## src/rtl/cs_seq_pkg.sv

```systemverilog
package cs_seq_pkg;
    localparam int NDEV     = 3;
    localparam int DEVW     = 2;
    localparam int CFG_WW   = 5;
    localparam int CFG_DIVW = 4;

    localparam logic [DEVW-1:0] DEV_TOUCH = 2'd0;
    localparam logic [DEVW-1:0] DEV_ADC   = 2'd1;
    localparam logic [DEVW-1:0] DEV_BLT   = 2'd2;

    typedef enum logic {
        FMT_SPI = 1'b0,
        FMT_MW  = 1'b1
    } frame_fmt_e;

    typedef struct packed {
        frame_fmt_e            fmt;
        logic [CFG_WW-1:0]     width;
        logic [CFG_DIVW-1:0]   div;
    } port_cfg_t;
endpackage

```

## src/rtl/cs_seq_profile.sv

```systemverilog
module cs_seq_profile
    import cs_seq_pkg::*;
#(
    parameter int TS_W    = 12,
    parameter int TS_DIV  = 7,
    parameter int ADC_W   = 8,
    parameter int ADC_DIV = 4,
    parameter int BLT_W   = 8,
    parameter int BLT_DIV = 2
) (
    input  logic [DEVW-1:0] dev_i,
    output port_cfg_t       cfg_o
);
    always_comb begin
        case (dev_i)
            DEV_TOUCH: cfg_o = '{fmt: FMT_MW,  width: CFG_WW'(TS_W),  div: CFG_DIVW'(TS_DIV)};
            DEV_ADC:   cfg_o = '{fmt: FMT_SPI, width: CFG_WW'(ADC_W), div: CFG_DIVW'(ADC_DIV)};
            DEV_BLT:   cfg_o = '{fmt: FMT_SPI, width: CFG_WW'(BLT_W), div: CFG_DIVW'(BLT_DIV)};
            default:   cfg_o = '{fmt: FMT_SPI, width: CFG_WW'(ADC_W), div: CFG_DIVW'(1)};
        endcase
    end
endmodule

```

## src/rtl/cs_seq_shifter.sv

```systemverilog
module cs_seq_shifter
    import cs_seq_pkg::*;
#(
    parameter int DW   = 16,
    parameter int CMDW = 8
) (
    input  logic          clk,
    input  logic          rst_n,
    input  logic          en_i,
    input  port_cfg_t     cfg_i,
    input  logic          load_i,
    input  logic [DW-1:0] load_word_i,
    output logic          tx_full_o,
    input  logic          pop_i,
    output logic          rx_valid_o,
    output logic [DW-1:0] rx_word_o,
    output logic          sclk_o,
    output logic          mosi_o,
    input  logic          miso_i
);
    localparam int NB_MAX = CMDW + 1 + DW;
    localparam int BW     = $clog2(NB_MAX + 1);

    typedef enum logic [1:0] {SH_IDLE, SH_LOW, SH_HIGH} sh_st_e;

    typedef struct packed {
        sh_st_e              st;
        logic [CFG_DIVW-1:0] cnt;
        logic [BW-1:0]       bitn;
        logic [DW-1:0]       hold;
        logic                full;
        logic [DW-1:0]       tsh;
        logic [DW-1:0]       rsh;
        logic [DW-1:0]       rword;
        logic                rvalid;
        logic                sclk;
    } sh_t;

    sh_t q, n;

    logic [BW-1:0] nbits, outbits, sh_amt;
    logic          capture, half_end;

    always_comb begin
        if (cfg_i.fmt == FMT_MW) begin
            nbits   = BW'(CMDW) + BW'(1) + BW'(cfg_i.width);
            outbits = BW'(CMDW);
        end else begin
            nbits   = BW'(cfg_i.width);
            outbits = BW'(cfg_i.width);
        end
        sh_amt   = BW'(DW) - outbits;
        capture  = (cfg_i.fmt == FMT_SPI) || (q.bitn > BW'(CMDW));
        half_end = (q.cnt == cfg_i.div - CFG_DIVW'(1));
    end

    always_comb begin
        n = q;
        if (load_i) begin
            n.hold = load_word_i;
            n.full = 1'b1;
        end
        if (pop_i) n.rvalid = 1'b0;
        case (q.st)
            SH_IDLE: begin
                n.sclk = 1'b0;
                if (q.full) begin
                    n.tsh  = q.hold << sh_amt;
                    n.full = 1'b0;
                    n.rsh  = '0;
                    n.cnt  = '0;
                    n.bitn = '0;
                    n.st   = SH_LOW;
                end
            end
            SH_LOW: begin
                if (half_end) begin
                    n.cnt  = '0;
                    n.sclk = 1'b1;
                    n.st   = SH_HIGH;
                    if (capture) n.rsh = {q.rsh[DW-2:0], miso_i};
                end else begin
                    n.cnt = q.cnt + CFG_DIVW'(1);
                end
            end
            SH_HIGH: begin
                if (half_end) begin
                    n.cnt  = '0;
                    n.sclk = 1'b0;
                    if (q.bitn == nbits - BW'(1)) begin
                        n.st     = SH_IDLE;
                        n.rword  = q.rsh;
                        n.rvalid = 1'b1;
                    end else begin
                        n.bitn = q.bitn + BW'(1);
                        n.tsh  = q.tsh << 1;
                        n.st   = SH_LOW;
                    end
                end else begin
                    n.cnt = q.cnt + CFG_DIVW'(1);
                end
            end
            default: n.st = SH_IDLE;
        endcase
        if (!en_i) n = '0;
    end

    always_ff @(posedge clk or negedge rst_n) begin
        if (!rst_n) q <= '0;
        else        q <= n;
    end

    assign tx_full_o  = q.full;
    assign rx_valid_o = q.rvalid;
    assign rx_word_o  = q.rword;
    assign sclk_o     = q.sclk;
    assign mosi_o     = (q.st != SH_IDLE) && q.tsh[DW-1];

    p_rx_hold_r5: assert property (@(posedge clk) disable iff (!rst_n)
        (q.rvalid && !pop_i && en_i) |=> (q.rvalid && $stable(q.rword)));

    p_quiet_off_r4: assert property (@(posedge clk) disable iff (!rst_n)
        !en_i |=> !sclk_o);
endmodule

```

## src/rtl/cs_seq_ctrl.sv

```systemverilog
module cs_seq_ctrl
    import cs_seq_pkg::*;
#(
    parameter int DW = 16
) (
    input  logic            clk,
    input  logic            rst_n,
    input  logic            start_i,
    input  logic            stop_i,
    input  logic [DEVW-1:0] dev_i,
    input  logic [DW-1:0]   data_i,
    input  logic            tx_full_i,
    input  logic            rx_valid_i,
    input  logic [DW-1:0]   rx_word_i,
    output logic            en_o,
    output logic            load_o,
    output logic [DW-1:0]   load_word_o,
    output logic            pop_o,
    output logic [DEVW-1:0] dev_o,
    output logic [NDEV-1:0] cs_n_o,
    output logic            busy_o,
    output logic            err_o,
    output logic            done_o,
    output logic [DW-1:0]   rdata_o
);
    localparam logic [DEVW-1:0] NDEV_V = DEVW'(NDEV);

    typedef enum logic [2:0] {
        C_IDLE, C_QUIESCE, C_SELECT, C_WAIT_TX, C_HOLD, C_WAIT_RX
    } ctrl_st_e;

    typedef struct packed {
        ctrl_st_e        st;
        logic [DEVW-1:0] dev;
        logic [DW-1:0]   word;
        logic [NDEV-1:0] cs_n;
        logic            en;
        logic            busy;
        logic            err;
        logic            done;
        logic [DW-1:0]   rdata;
    } ctrl_t;

    ctrl_t q, n;
    logic  is_touch;

    assign is_touch = (q.dev == DEV_TOUCH);

    always_comb begin
        n      = q;
        n.err  = 1'b0;
        n.done = 1'b0;
        load_o = 1'b0;
        pop_o  = 1'b0;
        case (q.st)
            C_IDLE: begin
                if (start_i) begin
                    if (dev_i < NDEV_V) begin
                        n.dev  = dev_i;
                        n.word = data_i;
                        n.busy = 1'b1;
                        n.en   = 1'b0;
                        n.cs_n = '1;
                        n.st   = C_QUIESCE;
                    end else begin
                        n.err = 1'b1;
                    end
                end
            end
            C_QUIESCE: begin
                for (int i = 0; i < NDEV; i++)
                    n.cs_n[i] = (DEVW'(i) != q.dev);
                n.en = 1'b1;
                n.st = C_SELECT;
            end
            C_SELECT: begin
                load_o = is_touch;
                n.st   = is_touch ? C_WAIT_TX : C_HOLD;
            end
            C_WAIT_TX: begin
                if (!tx_full_i) n.st = C_HOLD;
            end
            C_HOLD: begin
                if (stop_i) begin
                    if (is_touch) begin
                        n.st = C_WAIT_RX;
                    end else begin
                        n.rdata = '0;
                        n.cs_n  = '1;
                        n.en    = 1'b0;
                        n.busy  = 1'b0;
                        n.done  = 1'b1;
                        n.st    = C_IDLE;
                    end
                end
            end
            C_WAIT_RX: begin
                if (rx_valid_i) begin
                    pop_o   = 1'b1;
                    n.rdata = rx_word_i;
                    n.cs_n  = '1;
                    n.en    = 1'b0;
                    n.busy  = 1'b0;
                    n.done  = 1'b1;
                    n.st    = C_IDLE;
                end
            end
            default: n.st = C_IDLE;
        endcase
    end

    always_ff @(posedge clk or negedge rst_n) begin
        if (!rst_n) begin
            q      <= '0;
            q.cs_n <= '1;
        end else begin
            q <= n;
        end
    end

    assign en_o        = q.en;
    assign load_word_o = q.word;
    assign dev_o       = q.dev;
    assign cs_n_o      = q.cs_n;
    assign busy_o      = q.busy;
    assign err_o       = q.err;
    assign done_o      = q.done;
    assign rdata_o     = q.rdata;

    p_one_sel_r2: assert property (@(posedge clk) disable iff (!rst_n)
        $onehot0(~q.cs_n));

    p_start_busy_r9: assert property (@(posedge clk) disable iff (!rst_n)
        (q.st == C_IDLE && start_i && dev_i < NDEV_V) |=> q.busy);

    p_sel_held_r9: assert property (@(posedge clk) disable iff (!rst_n)
        (q.st == C_HOLD && !stop_i) |=> $stable(q.cs_n));

    p_done_release_r7: assert property (@(posedge clk) disable iff (!rst_n)
        q.done |-> (&q.cs_n && !q.busy));

    p_err_quiet_r8: assert property (@(posedge clk) disable iff (!rst_n)
        q.err |-> (!q.busy && &q.cs_n));

    p_idle_desel_r10: assert property (@(posedge clk) disable iff (!rst_n)
        !q.busy |-> &q.cs_n);
endmodule

```

## src/rtl/cs_seq_top.sv

```systemverilog
module cs_seq_top
    import cs_seq_pkg::*;
#(
    parameter int DW      = 16,
    parameter int CMDW    = 8,
    parameter int TS_W    = 12,
    parameter int TS_DIV  = 7,
    parameter int ADC_W   = 8,
    parameter int ADC_DIV = 4,
    parameter int BLT_W   = 8,
    parameter int BLT_DIV = 2
) (
    input  logic          clk,
    input  logic          rst_n,
    input  logic          start_i,
    input  logic          stop_i,
    input  logic [1:0]    dev_i,
    input  logic [DW-1:0] data_i,
    output logic          busy_o,
    output logic          err_o,
    output logic          done_o,
    output logic [DW-1:0] rdata_o,
    output logic [2:0]    cs_n_o,
    output logic          sclk_o,
    output logic          mosi_o,
    input  logic          miso_i
);
    logic            en, load, tx_full, pop, rx_valid;
    logic [DW-1:0]   load_word, rx_word;
    logic [DEVW-1:0] cur_dev;
    port_cfg_t       cfg;

    cs_seq_ctrl #(.DW(DW)) u_ctrl (
        .clk         (clk),
        .rst_n       (rst_n),
        .start_i     (start_i),
        .stop_i      (stop_i),
        .dev_i       (dev_i),
        .data_i      (data_i),
        .tx_full_i   (tx_full),
        .rx_valid_i  (rx_valid),
        .rx_word_i   (rx_word),
        .en_o        (en),
        .load_o      (load),
        .load_word_o (load_word),
        .pop_o       (pop),
        .dev_o       (cur_dev),
        .cs_n_o      (cs_n_o),
        .busy_o      (busy_o),
        .err_o       (err_o),
        .done_o      (done_o),
        .rdata_o     (rdata_o)
    );

    cs_seq_profile #(
        .TS_W(TS_W), .TS_DIV(TS_DIV), .ADC_W(ADC_W),
        .ADC_DIV(ADC_DIV), .BLT_W(BLT_W), .BLT_DIV(BLT_DIV)
    ) u_profile (
        .dev_i (cur_dev),
        .cfg_o (cfg)
    );

    cs_seq_shifter #(.DW(DW), .CMDW(CMDW)) u_shifter (
        .clk         (clk),
        .rst_n       (rst_n),
        .en_i        (en),
        .cfg_i       (cfg),
        .load_i      (load),
        .load_word_i (load_word),
        .tx_full_o   (tx_full),
        .pop_i       (pop),
        .rx_valid_o  (rx_valid),
        .rx_word_o   (rx_word),
        .sclk_o      (sclk_o),
        .mosi_o      (mosi_o),
        .miso_i      (miso_i)
    );
endmodule

```

## config.mk

```make
export PLATFORM = sky130hd
export DESIGN_NAME = cs_seq_top
export DESIGN_NICKNAME = d
export VERILOG_FILES = /design/src/rtl/cs_seq_pkg.sv /design/src/rtl/cs_seq_profile.sv /design/src/rtl/cs_seq_shifter.sv /design/src/rtl/cs_seq_ctrl.sv /design/src/rtl/cs_seq_top.sv
export SDC_FILE = /design/constraint.sdc
export NUM_CORES = 1
export LEC_CHECK = 0
export ABC_AREA = 0
export BUFFER_PORTS_ARGS = -buffer_cell sky130_fd_sc_hd__buf_4
export CELL_PAD_IN_SITES_DETAIL_PLACEMENT = 0
export CELL_PAD_IN_SITES_GLOBAL_PLACEMENT = 2
export CORE_ASPECT_RATIO = 1.25
export CORE_MARGIN = 2
export CORE_UTILIZATION = 35
export DETAILED_ROUTE_END_ITERATION = 12
export PLACE_DENSITY_LB_ADDON = 0.1
export SYNTH_ARGS = -nofsm -noshare
export SYNTH_HDL_FRONTEND = slang
export SYNTH_HIERARCHICAL = 1
export SYNTH_SLANG_ARGS = --single-unit
```

## constraint.sdc

```tcl
create_clock -name clk -period 6.9 [get_ports clk]
set_input_delay 2.07 -clock clk [delete_from_list [all_inputs] [get_ports clk]]
set_output_delay 2.07 -clock clk [all_outputs]
set_load 0.03 [all_outputs]
```

==> summary.md, run 1 <==
| Metric | Value |
|---|---|
| Dominant synthesized flop cell | dfrtp_1 |
| Min cycle time layout | about 4200 ps |
| Synth warn | 6 |
| Kind of end point of the critical path | flip-flop |
| Sequential share of the synthesized area | 43.9% |
| Mapped Area | around 0.0070 mm^2 |
| Post-route DRC | 0 |
| Clk pin slew, worst setup/hold paths | 60 ps |
| Area growth, synth to finish | 10.1% |
| Post-synth top area share | between 40% and 50% |
| Postcts setup bufs | 0 |
| Slew at the pin with the worst max-slew slack | 1240 ps |
| GRT Total Usage | between 10% and 20% |
| Synth area leaders | dfrtp_1 43%, mux2i_1 7.9%, buf_4 6.5% |
| Clock sink total | approximately 120 |
| Worst Skew | 7.49 ps |
| Initial core utilization | 35.8% |
| Total of max-cap violations | 0 |
| Final WL | between 15000 and 20000 um |
| Reg2reg path depth | 10 |
| Slew Limit Fails | 0 |
| Leak pwr | between 0.003 and 0.004 uW |
| Post-synth EDFFs | 0 |
| DP HPWL | between 10000 and 15000 um |
| Internal reg-to-reg setup slack | 2700 ps |
| Final ANT Viol Nets | 0 |
| Via count | ~4700 |
| RSZ-0062 raised after global routing | no |
| Launch point of the worst reg-to-reg path | u_ctrl/dev_o[0] |
| Slew Limit Headroom | approximately 17% |
| Routability congestion estimate | about 0.76 |
| I/O pin total | 47 |
| # nets final | between 600 and 700 |
| Resized Gates After CTS | 0 |
| Syn Area/Cell | ~11 um^2 |
| Top post-synthesis cells by count | 119 x dfrtp_1, 60 x buf_4, 55 x mux2i_1 |
| Die Span X | 130 um |
| Drt wl/cell | around 17 um |
| Yosys cell types | a little under 70 |
| Largest net degree at the start of global routing | 76 |
| Clk_lat worst skew | around 410 ps |
| Critical Path AT | roughly 4500 ps |
| FILL cells | roughly 2000 |
| Clock root cell | clkbuf_16 |
| Total global routing overflow | 0 |
| Worst hold start | u_shifter/q[42] |
| CP bufs+invs | 2 |
| Worst endpoint required time | ~7200 ps |
| CTS tree | built |
| Final hold violations | 0 |
| Die Area | between 0.02 and 0.025 mm^2 |
| TritonRoute pass-1 iters | 4 |
| Hold Buf Count CTS | 0 |
| DIE HEIGHT | ~160 um |
| Area leader, netlist | dfrtp_1 |
| Final core utilization | 39.4% |
| TritonCTS Buffers | 17 |
| H-Tree Depth | 4 |
| Critical R2R Capture | u_shifter/q[49] |
| Vias in the first global route | about 4700 |
| Number of synthesized register bits | between 100 and 150 |
| VDD IR max | between 0.15 and 0.2 mV |
| Vias per cell | a little over 5 |
| Row count | between 50 and 60 |
| Placeable Area | approximately 0.019 mm^2 |
| Worst path cell trace | inv_1, ha_1, inv_1, ha_1, or4b_1, o21ai_2, a22o_1, a211o_1, o31ai_4, mux2_2 |
| Initial antenna violation count | 0 |
| Worst Hold Path EP | u_shifter/q[42] |
| PortBufs | 46 |
| ANT cells | 0 |
| Max Clk Rate | about 240 MHz |
| Delay-heaviest family, CP | compound AO/OA/AOI/OAI gates |
| Final TNS setup | 0 ps |
| P per Cell Area | approximately 360 mW/mm^2 |
| Tcrit/Tclk final | 60.8% |
| Worst setup SP type | flip-flop |
| Run status | finished, final reports clean |
| Worst Setup SP | u_ctrl/dev_o[0] |
| CP max FO | 25 |
| Max stage delay on crit path | between 800 and 900 ps |
| Setup-failing EPs final | 0 |
| DR iter-0 viols | around 210 |
| First-pass GRT wire length | about 25000 um |
| Hold path cells | 1 |
| Worst min-delay path class | reg2reg |
| Synth Instances | approximately 660 |
| Most frequent cell after synthesis | dfrtp_1 |
| Max stage delay cell, worst path | o31ai_4 |
| FFs w/ async S/R, synth | 100% |
| Crit Path Class | reg2reg |
| Bufs on Longest Clock Path | 2 |
| Share of layout cells above drive strength 1 | 20.2% |
## where the power goes
part	internal [uW]	switching [uW]	leakage [uW]	total, uW
registers	806	88.1	0.00165	895
clock network	544	339	0.000288	883
logic	389	561	0.00146	950
total	1740	989	0.00340	2730
## placed cells by master, fill, tap and decap left out, types with 17 or more instances in the layout
master,count
mux2i_1,55
mux2_2,31
ha_1,17
a21oi_1,26
o21ai_0,33
nand4_1,20
a22o_1,38
buf_4,51
nor2_1,32
clkbuf_16,17
dfrtp_1,119
nand2_1,36
inv_1,21
## routing by layer
layer | global-route usage (%) | vias up | routed length [um] | part of all wire [%]
li1 | - | 2264 | - | -
met1 | 19.5 | 2329 | 6790 | 44
met2 | 26.3 | 68 | 8040 | 52
met3 | 3.36 | 12 | 394 | 2.6
met4 | 4.79 | 0 | 204 | 1.3
met5 | 0 | - | 0 | 0
## area by class of cell
| cell class | instances | area, um^2 | share of cell area (%) |
|---|---|---|---|
| clock buffer | 19 | 443 | 5.78 |
| multi-input combinational | 423 | 3230 | 42.1 |
| timing repair buffer | 51 | 383 | 5.00 |
| inverter | 21 | 78.8 | 1.03 |
| tap | 265 | 332 | 4.33 |
| clock inverter | 13 | 144 | 1.88 |
| sequential | 122 | 3060 | 39.9 |
## worst max path at each step
stage                      end  slack, ps  depth (start not counted)
2_1_floorplan  u_shifter/q[40]       3570                         13
3_3_place_gp   u_shifter/q[38]       2780                         10
3_5_place_dp   u_shifter/q[36]       2650                         10
4_1_cts        u_shifter/q[49]       2620                         10
5_1_grt        u_shifter/q[35]       2360                         10
6_report       u_shifter/q[49]       2700                         10
## through the flow
| stage | total power (uW) | cell area [um^2] | hold slack, ps | setup slack [ps] | instances |
|---|---|---|---|---|---|
| floorplan | 1740 | 6980 | 464 | 3570 | 662 |
| global placement | 1840 | 7080 | 474 | 2780 | 882 |
| detailed placement | 1860 | 7080 | 481 | 2650 | 882 |
| CTS | 2760 | 7660 | 495 | 2620 | 914 |
| global route | 2900 | 7660 | 508 | 2360 | 914 |
| finish | 2730 | 7660 | 488 | 2700 | 914 |
## cells by family after synthesis
kind of cell	synth area share [%]
and+or+nand+nor	11.3
buffers and inverters	10.0
AOI/OAI and AO/OA	15.6
other	0.108
DFF	43.9
xor gates and xnor gates	1.83
adders and majority gates	3.05
muxes	14.2
## sequential cells by signal, indices dropped and copies added (netlist names), 2 cells and up
register	cells
u_ctrl/rdata_o	16
u_ctrl/cs_n_o	3
u_ctrl/load_word_o	16
u_shifter/q	59
u_ctrl/dev_o	2
u_shifter/rx_word_o	16
u_ctrl/q	3
No activity file was read; power rests on OpenSTA's default activity.
==> run 2: changes to the inputs <==
==> constraint.sdc (replaced) <==
create_clock -name clk -period 3.85 [get_ports clk]
set_input_delay 1.155 -clock clk [delete_from_list [all_inputs] [get_ports clk]]
set_output_delay 1.155 -clock clk [all_outputs]
set_load 0.03 [all_outputs]
==> summary.md, run 2 (synthesis results as in run 1) <==
| Metric | Value |
|---|---|
| Run status | finished, final reports clean (unchanged) |
| Initial core utilization | 35.8% (unchanged) |
| DP HPWL | 11000 um (was 10900 um) |
| ANT cells | 0 (unchanged) |
| Max stage delay cell, worst path | a2111oi_4 (was o31ai_4) |
| Worst setup margin | 431 ps (was 2700 ps) |
| Hold Buf Count CTS | 0 (unchanged) |
| Worst Skew | 8.28 ps (was 7.49 ps) |
| CTS tree | built (unchanged) |
| Die Area | 0.0210 mm^2 (unchanged) |
| Worst path cell trace | inv_1, ha_1, inv_1, ha_1, or4b_1, o21ai_2, nand4_1, a2111oi_4, a31oi_2, a22o_1 (was inv_1, ha_1, inv_1, ha_1, or4b_1, o21ai_2, a22o_1, a211o_1, o31ai_4, mux2_2) |
| Bufs on Longest Clock Path | 2 (unchanged) |
| DR iter-0 viols | 232 (was 208) |
| PortBufs | 46 (unchanged) |
| Worst min-delay path class | reg2reg (unchanged) |
| Most common cell after layout, fill and taps aside | dfrtp_1 (unchanged) |
| Vias in the first global route | 4859 (was 4715) |
| Leak pwr | 0.00342 uW (was 0.00340 uW) |
| Drt wl/cell | 16.7 um (was 16.9 um) |
| Final hold violations | 0 (unchanged) |
| Max FFs per register | 59 (unchanged) |
| Total global routing overflow | 0 (unchanged) |
| Routability congestion estimate | 0.779 (was 0.763) |
| Initial antenna violation count | 0 (unchanged) |
| Crit path depth | 10 (unchanged) |
| Final core utilization | 39.7% (was 39.4%) |
| Commonest non-fill, non-tap cells in the layout | 119 x dfrtp_1, 58 x buf_4, 55 x mux2i_1 (was 119 x dfrtp_1, 55 x mux2i_1, 51 x buf_4) |
| Worst setup SP type | flip-flop (unchanged) |
| Post-Place Setup Slack | 285 ps (was 2650 ps) |
| Final ANT Viol Nets | 0 (unchanged) |
| Clk_lat worst skew | 410 ps (about the same) |
| Setup-failing EPs final | 0 (unchanged) |
| Critical Path AT | 3720 ps (was 4490 ps) |
| Crit Path Class | reg2reg (unchanged) |
| Max stage delay on crit path | 550 ps (was 820 ps) |
| Clock sink total | 122 (unchanged) |
| Slew at the pin with the worst max-slew slack | 968 ps (was 1240 ps) |
| Hold path cells | 1 (unchanged) |
| Slew Limit Fails | 0 (unchanged) |
| Clk pin slew, worst setup/hold paths | 60 ps (about the same) |
| CP bufs+invs | 2 (unchanged) |
| Worst hold slack | 490 ps (was 488 ps) |
| Internal reg-to-reg setup slack | 430 ps (was 2700 ps) |
| Worst endpoint required time | 4150 ps (was 7190 ps) |
| Delay-heaviest family, CP | compound AO/OA/AOI/OAI gates (unchanged) |
| Kind of end point of the critical path | flip-flop (unchanged) |
| Clock root cell | clkbuf_16 (unchanged) |
| RSZ-0062 raised after global routing | no (unchanged) |
| Largest reg by FF count | u_shifter/q (unchanged) |
| # nets final | 684 (was 676) |
| H-Tree Depth | 4 (unchanged) |
| Row count | 57 (unchanged) |
| I/O pin total | 47 (unchanged) |
| Share of layout cells above drive strength 1 | 20.9% (was 20.2%) |
| Area growth, synth to finish | 11.0% (was 10.1%) |
| Die Span X | 130 um (unchanged) |
| Placed insts | 889 (was 882) |
| Reg2reg path depth | 10 (unchanged) |
| Via count | 4746 (was 4673) |
| Placeable Area | 0.0195 mm^2 (unchanged) |
| Tcrit/Tclk final | 88.8% (was 60.8%) |
| Slew Limit Headroom | 35.2% (was 16.7%) |
| FILL cells | 1943 (was 1952) |
| TritonCTS Buffers | 17 (unchanged) |
| Final TNS setup | 0 ps (unchanged) |
| DIE HEIGHT | 162 um (unchanged) |
| Max Clk Rate | 292 MHz (was 238 MHz) |
| Post-route DRC | 0 (unchanged) |
| Min cycle time layout | 3420 ps (was 4200 ps) |
| First-pass GRT wire length | 25200 um (was 25400 um) |
| TritonRoute pass-1 iters | 4 (unchanged) |
| GRT Total Usage | 15.3% (was 15.4%) |
| Final Non-Filler Cells | 922 (was 914) |
| P per Cell Area | 636 mW/mm^2 (was 356 mW/mm^2) |
| VDD IR max | 0.334 mV (was 0.173 mV) |
| CP max FO | 16 (was 25) |
| Total of max-cap violations | 0 (unchanged) |
| Vias per cell | 5.15 (was 5.11) |
| Final WL | 15400 um (about the same) |
| Largest net degree at the start of global routing | 46 (was 76) |
run 2: area by class of cell:
type,count,area (um^2),share of cell area [%]
clock inverters,10,116,1.51
inverters,21,78.8,1.02
repair buffers,59,455,5.89
multi-input cells,423,3230,41.8
flip-flops and latches,122,3060,39.5
clock buffers,22,464,6.00
well taps,265,332,4.29
run 2: stage by stage:
stage	instance area, um^2	total power [uW]
4_1_cts	7720	4970
5_1_grt	7730	5210
2_1_floorplan	6980	3130
6_report	7730	4910
3_5_place_dp	7140	3370
3_3_place_gp	7140	3330
run 2: layer usage:
layer  share of wire (%)  GRT usage, %  routed length [um]  up-vias
met3                 2.3          2.77                 347       13
met4                 1.3          5.43                 198        0
li1                    -             -                   -     2287
met1                  44          18.6                6720     2388
met5                   0             0                   0        -
met2                  53          26.9                8100       58
run 2: report_power, final:
group          switching [uW]  internal, uW
Sequential                158          1450
Clock                     586           986
Combinational            1010           725
Total                    1760          3160
run 2: what timing repair did:
item                                    4_1_cts  5_1_grt
gates resized for setup                       0        0
endpoints found under the hold margin         0        0
endpoints found under the setup margin        0       16
setup buffers                                 0        1
run 2: worst reg2reg max path, stage by stage (launching register included):
cell,delay (ps)
dfrtp_1,500
inv_1,130
ha_1,250
inv_1,140
ha_1,240
or4b_1,470
o21ai_2,100
nand4_1,200
a2111oi_4,550
a31oi_2,410
a22o_1,300
run 2: worst paths after layout:
path                                 start                      to
min reg2reg                u_shifter/q[40]         u_shifter/q[40]
max reg2reg                u_ctrl/dev_o[0]  u_shifter/rx_word_o[3]
min                        u_shifter/q[40]         u_shifter/q[40]
max in group asynchronous            rst_n        u_ctrl/cs_n_o[1]
max                        u_ctrl/dev_o[0]  u_shifter/rx_word_o[3]
min in group asynchronous            rst_n      u_ctrl/rdata_o[12]
==> run 3: changes to the inputs <==
--- a/config.mk
+++ b/config.mk
@@ -11,7 +11,7 @@
 export CELL_PAD_IN_SITES_GLOBAL_PLACEMENT = 2
 export CORE_ASPECT_RATIO = 1.25
 export CORE_MARGIN = 2
-export CORE_UTILIZATION = 35
+export CORE_UTILIZATION = 30
 export DETAILED_ROUTE_END_ITERATION = 12
 export PLACE_DENSITY_LB_ADDON = 0.1
 export SYNTH_ARGS = -nofsm -noshare
==> summary.md, run 3 (synthesis results as in run 1) <==
| Metric | Value |
|---|---|
| CP bufs+invs | 3 (was 2) |
| Max Clk Rate | 293 MHz (was 292 MHz) |
| Via count | 4708 (was 4746) |
| TritonRoute pass-1 iters | 4 (unchanged) |
| Share of layout cells above drive strength 1 | 21.2% (was 20.9%) |
| Routability congestion estimate | 0.743 (was 0.779) |
| Worst path cell trace | inv_1, ha_1, inv_1, inv_1, ha_1, xnor2_1, nor4b_1, a22o_1, and2_1, nand4_1, a21oi_1 (was inv_1, ha_1, inv_1, ha_1, or4b_1, o21ai_2, nand4_1, a2111oi_4, a31oi_2, a22o_1) |
| PortBufs | 46 (unchanged) |
| Worst setup margin | 432 ps (was 431 ps) |
| Worst setup SP type | flip-flop (unchanged) |
| Bufs on Longest Clock Path | 2 (unchanged) |
| Hold Buf Count CTS | 0 (unchanged) |
| Slew Limit Fails | 0 (unchanged) |
| Worst Skew | 11.1 ps (was 8.28 ps) |
| Run status | finished, final reports clean (unchanged) |
| VDD IR max | 0.293 mV (was 0.334 mV) |
| Clock root cell | clkbuf_16 (unchanged) |
| RSZ-0062 raised after global routing | no (unchanged) |
| Internal reg-to-reg setup slack | 430 ps (about the same) |
| Most common cell after layout, fill and taps aside | dfrtp_1 (unchanged) |
| Max FFs per register | 59 (unchanged) |
| Postcts setup bufs | 0 (unchanged) |
| Row count | 62 (was 57) |
| Commonest non-fill, non-tap cells in the layout | 119 x dfrtp_1, 57 x buf_4, 55 x mux2i_1 (was 119 x dfrtp_1, 58 x buf_4, 55 x mux2i_1) |
| Initial antenna violation count | 0 (unchanged) |
| Crit Path Class | reg2reg (unchanged) |
| Max stage delay cell, worst path | and2_1 (was a2111oi_4) |
| Total of max-cap violations | 0 (unchanged) |
| Slew at the pin with the worst max-slew slack | 955 ps (was 968 ps) |
| Critical Path AT | 3750 ps (was 3720 ps) |
| Total global routing overflow | 0 (unchanged) |
| Max stage delay on crit path | 590 ps (was 550 ps) |
| Crit path depth | 11 (was 10) |
| Final TNS setup | 0 ps (unchanged) |
| Clock sink total | 122 (unchanged) |
| Min cycle time layout | 3420 ps (about the same) |
| Clk pin slew, worst setup/hold paths | 60 ps (about the same) |
| Delay-heaviest family, CP | simple AND/OR/NAND/NOR gates (was compound AO/OA/AOI/OAI gates) |
| ANT cells | 0 (unchanged) |
| Final ANT Viol Nets | 0 (unchanged) |
| Slew Limit Headroom | 35.8% (was 35.2%) |
| Area growth, synth to finish | 11.2% (was 11.0%) |
| Clk_lat worst skew | 420 ps (was 410 ps) |
| Hold path cells | 1 (unchanged) |
| Worst min-delay path class | reg2reg (unchanged) |
| Vias in the first global route | 4927 (was 4859) |
| Largest reg by FF count | u_shifter/q (unchanged) |
| Resized Gates After CTS | 0 (unchanged) |
| Die Span X | 140 um (was 130 um) |
| Tcrit/Tclk final | 88.8% (about the same) |
| Placeable Area | 0.0229 mm^2 (was 0.0195 mm^2) |
| Critical R2R Capture | u_shifter/q[26] (was u_shifter/rx_word_o[3]) |
| Final hold violations | 0 (unchanged) |
| FILL cells | 2316 (was 1943) |
| Worst endpoint required time | 4180 ps (was 4150 ps) |
| H-Tree Depth | 4 (unchanged) |
| Worst Setup SP | u_ctrl/dev_o[0] (unchanged) |
| First-pass GRT wire length | 26700 um (was 25200 um) |
| CTS tree | built (unchanged) |
| Setup-failing EPs final | 0 (unchanged) |
| DP HPWL | 11500 um (was 11000 um) |
| Launch point of the worst reg-to-reg path | u_ctrl/dev_o[0] (unchanged) |
| # nets final | 683 (was 684) |
| Kind of end point of the critical path | flip-flop (unchanged) |
| TritonCTS Buffers | 17 (unchanged) |
| DIE HEIGHT | 174 um (was 162 um) |
| Vias per cell | 4.99 (was 5.15) |
| Initial core utilization | 30.4% (was 35.8%) |
| Post-route DRC | 0 (unchanged) |
| P per Cell Area | 632 mW/mm^2 (was 636 mW/mm^2) |
| Leak pwr | 0.00343 uW (was 0.00342 uW) |
| Drt wl/cell | 17.0 um (was 16.7 um) |
| Die Area | 0.0245 mm^2 (was 0.0210 mm^2) |
| DR iter-0 viols | 143 (was 232) |
| Final WL | 16100 um (was 15400 um) |
| CP max FO | 16 (unchanged) |
| Reg2reg path depth | 11 (was 10) |
| Post-Place Setup Slack | 406 ps (was 285 ps) |
| Most frequent CP cell | inv_1 |
| I/O pin total | 47 (unchanged) |
| GRT Total Usage | 13.9% (was 15.3%) |
| Largest net degree at the start of global routing | 49 (was 46) |
| Critical path capture point | u_shifter/q[26] (was u_shifter/rx_word_o[3]) |
==> run 3: per-layer routing <==
layer,global-route usage [%],share of wire [%],vias up
met5,0,0,-
met4,4.21,1.3,0
met3,3.11,2.4,14
met2,25.2,54,52
met1,16.2,42,2366
li1,-,-,2276
==> run 3: metrics by stage <==
| stage | hold WS [ps] | total power [uW] | std cells | util, % | area (um^2) |
|---|---|---|---|---|---|
| 3_5_place_dp | 482 | 3380 | 912 | 31.3 | 7170 |
| 4_1_cts | 497 | 4970 | 944 | 33.8 | 7740 |
| 5_1_grt | 509 | 5230 | 944 | 33.8 | 7740 |
| 6_report | 493 | 4890 | 944 | 33.8 | 7740 |
| 2_1_floorplan | 464 | 3130 | 662 | - | 6980 |
| 3_3_place_gp | 475 | 3340 | 912 | 31.3 | 7170 |
==> run 3: final cells by class <==
type | instances | area, um^2 | share of cell area, %
clock inverters | 13 | 120 | 1.55
inverters | 21 | 78.8 | 1.02
multi-input cells | 423 | 3230 | 41.7
flip-flops and latches | 122 | 3060 | 39.5
clock buffers | 19 | 453 | 5.85
well taps | 288 | 360 | 4.65
repair buffers | 58 | 448 | 5.78
==> run 3: worst min path at each step <==
stage,startpoint,endpoint,slack [ps]
2_1_floorplan,u_shifter/q[40],u_shifter/q[40],460
3_3_place_gp,u_shifter/q[40],u_shifter/q[40],480
3_5_place_dp,u_ctrl/rdata_o[8],u_ctrl/rdata_o[8],480
4_1_cts,u_shifter/q[44],u_shifter/q[44],500
5_1_grt,u_shifter/q[44],u_shifter/q[44],510
6_report,u_shifter/q[44],u_shifter/q[44],490
==> run 3: worst reg2reg max path, cell delays in order, from the launching register on <==
cell	delay (ps)
dfrtp_1	500
inv_1	130
ha_1	300
inv_1	110
inv_1	50
ha_1	300
xnor2_1	140
nor4b_1	380
a22o_1	420
and2_1	590
nand4_1	210
a21oi_1	200
==> run 3: where the power goes <==
group          total, uW  internal [uW]  switching (uW)
logic               1740            715            1020
registers           1600           1440             160
clock network       1550            926             627
total               4890           3090            1810
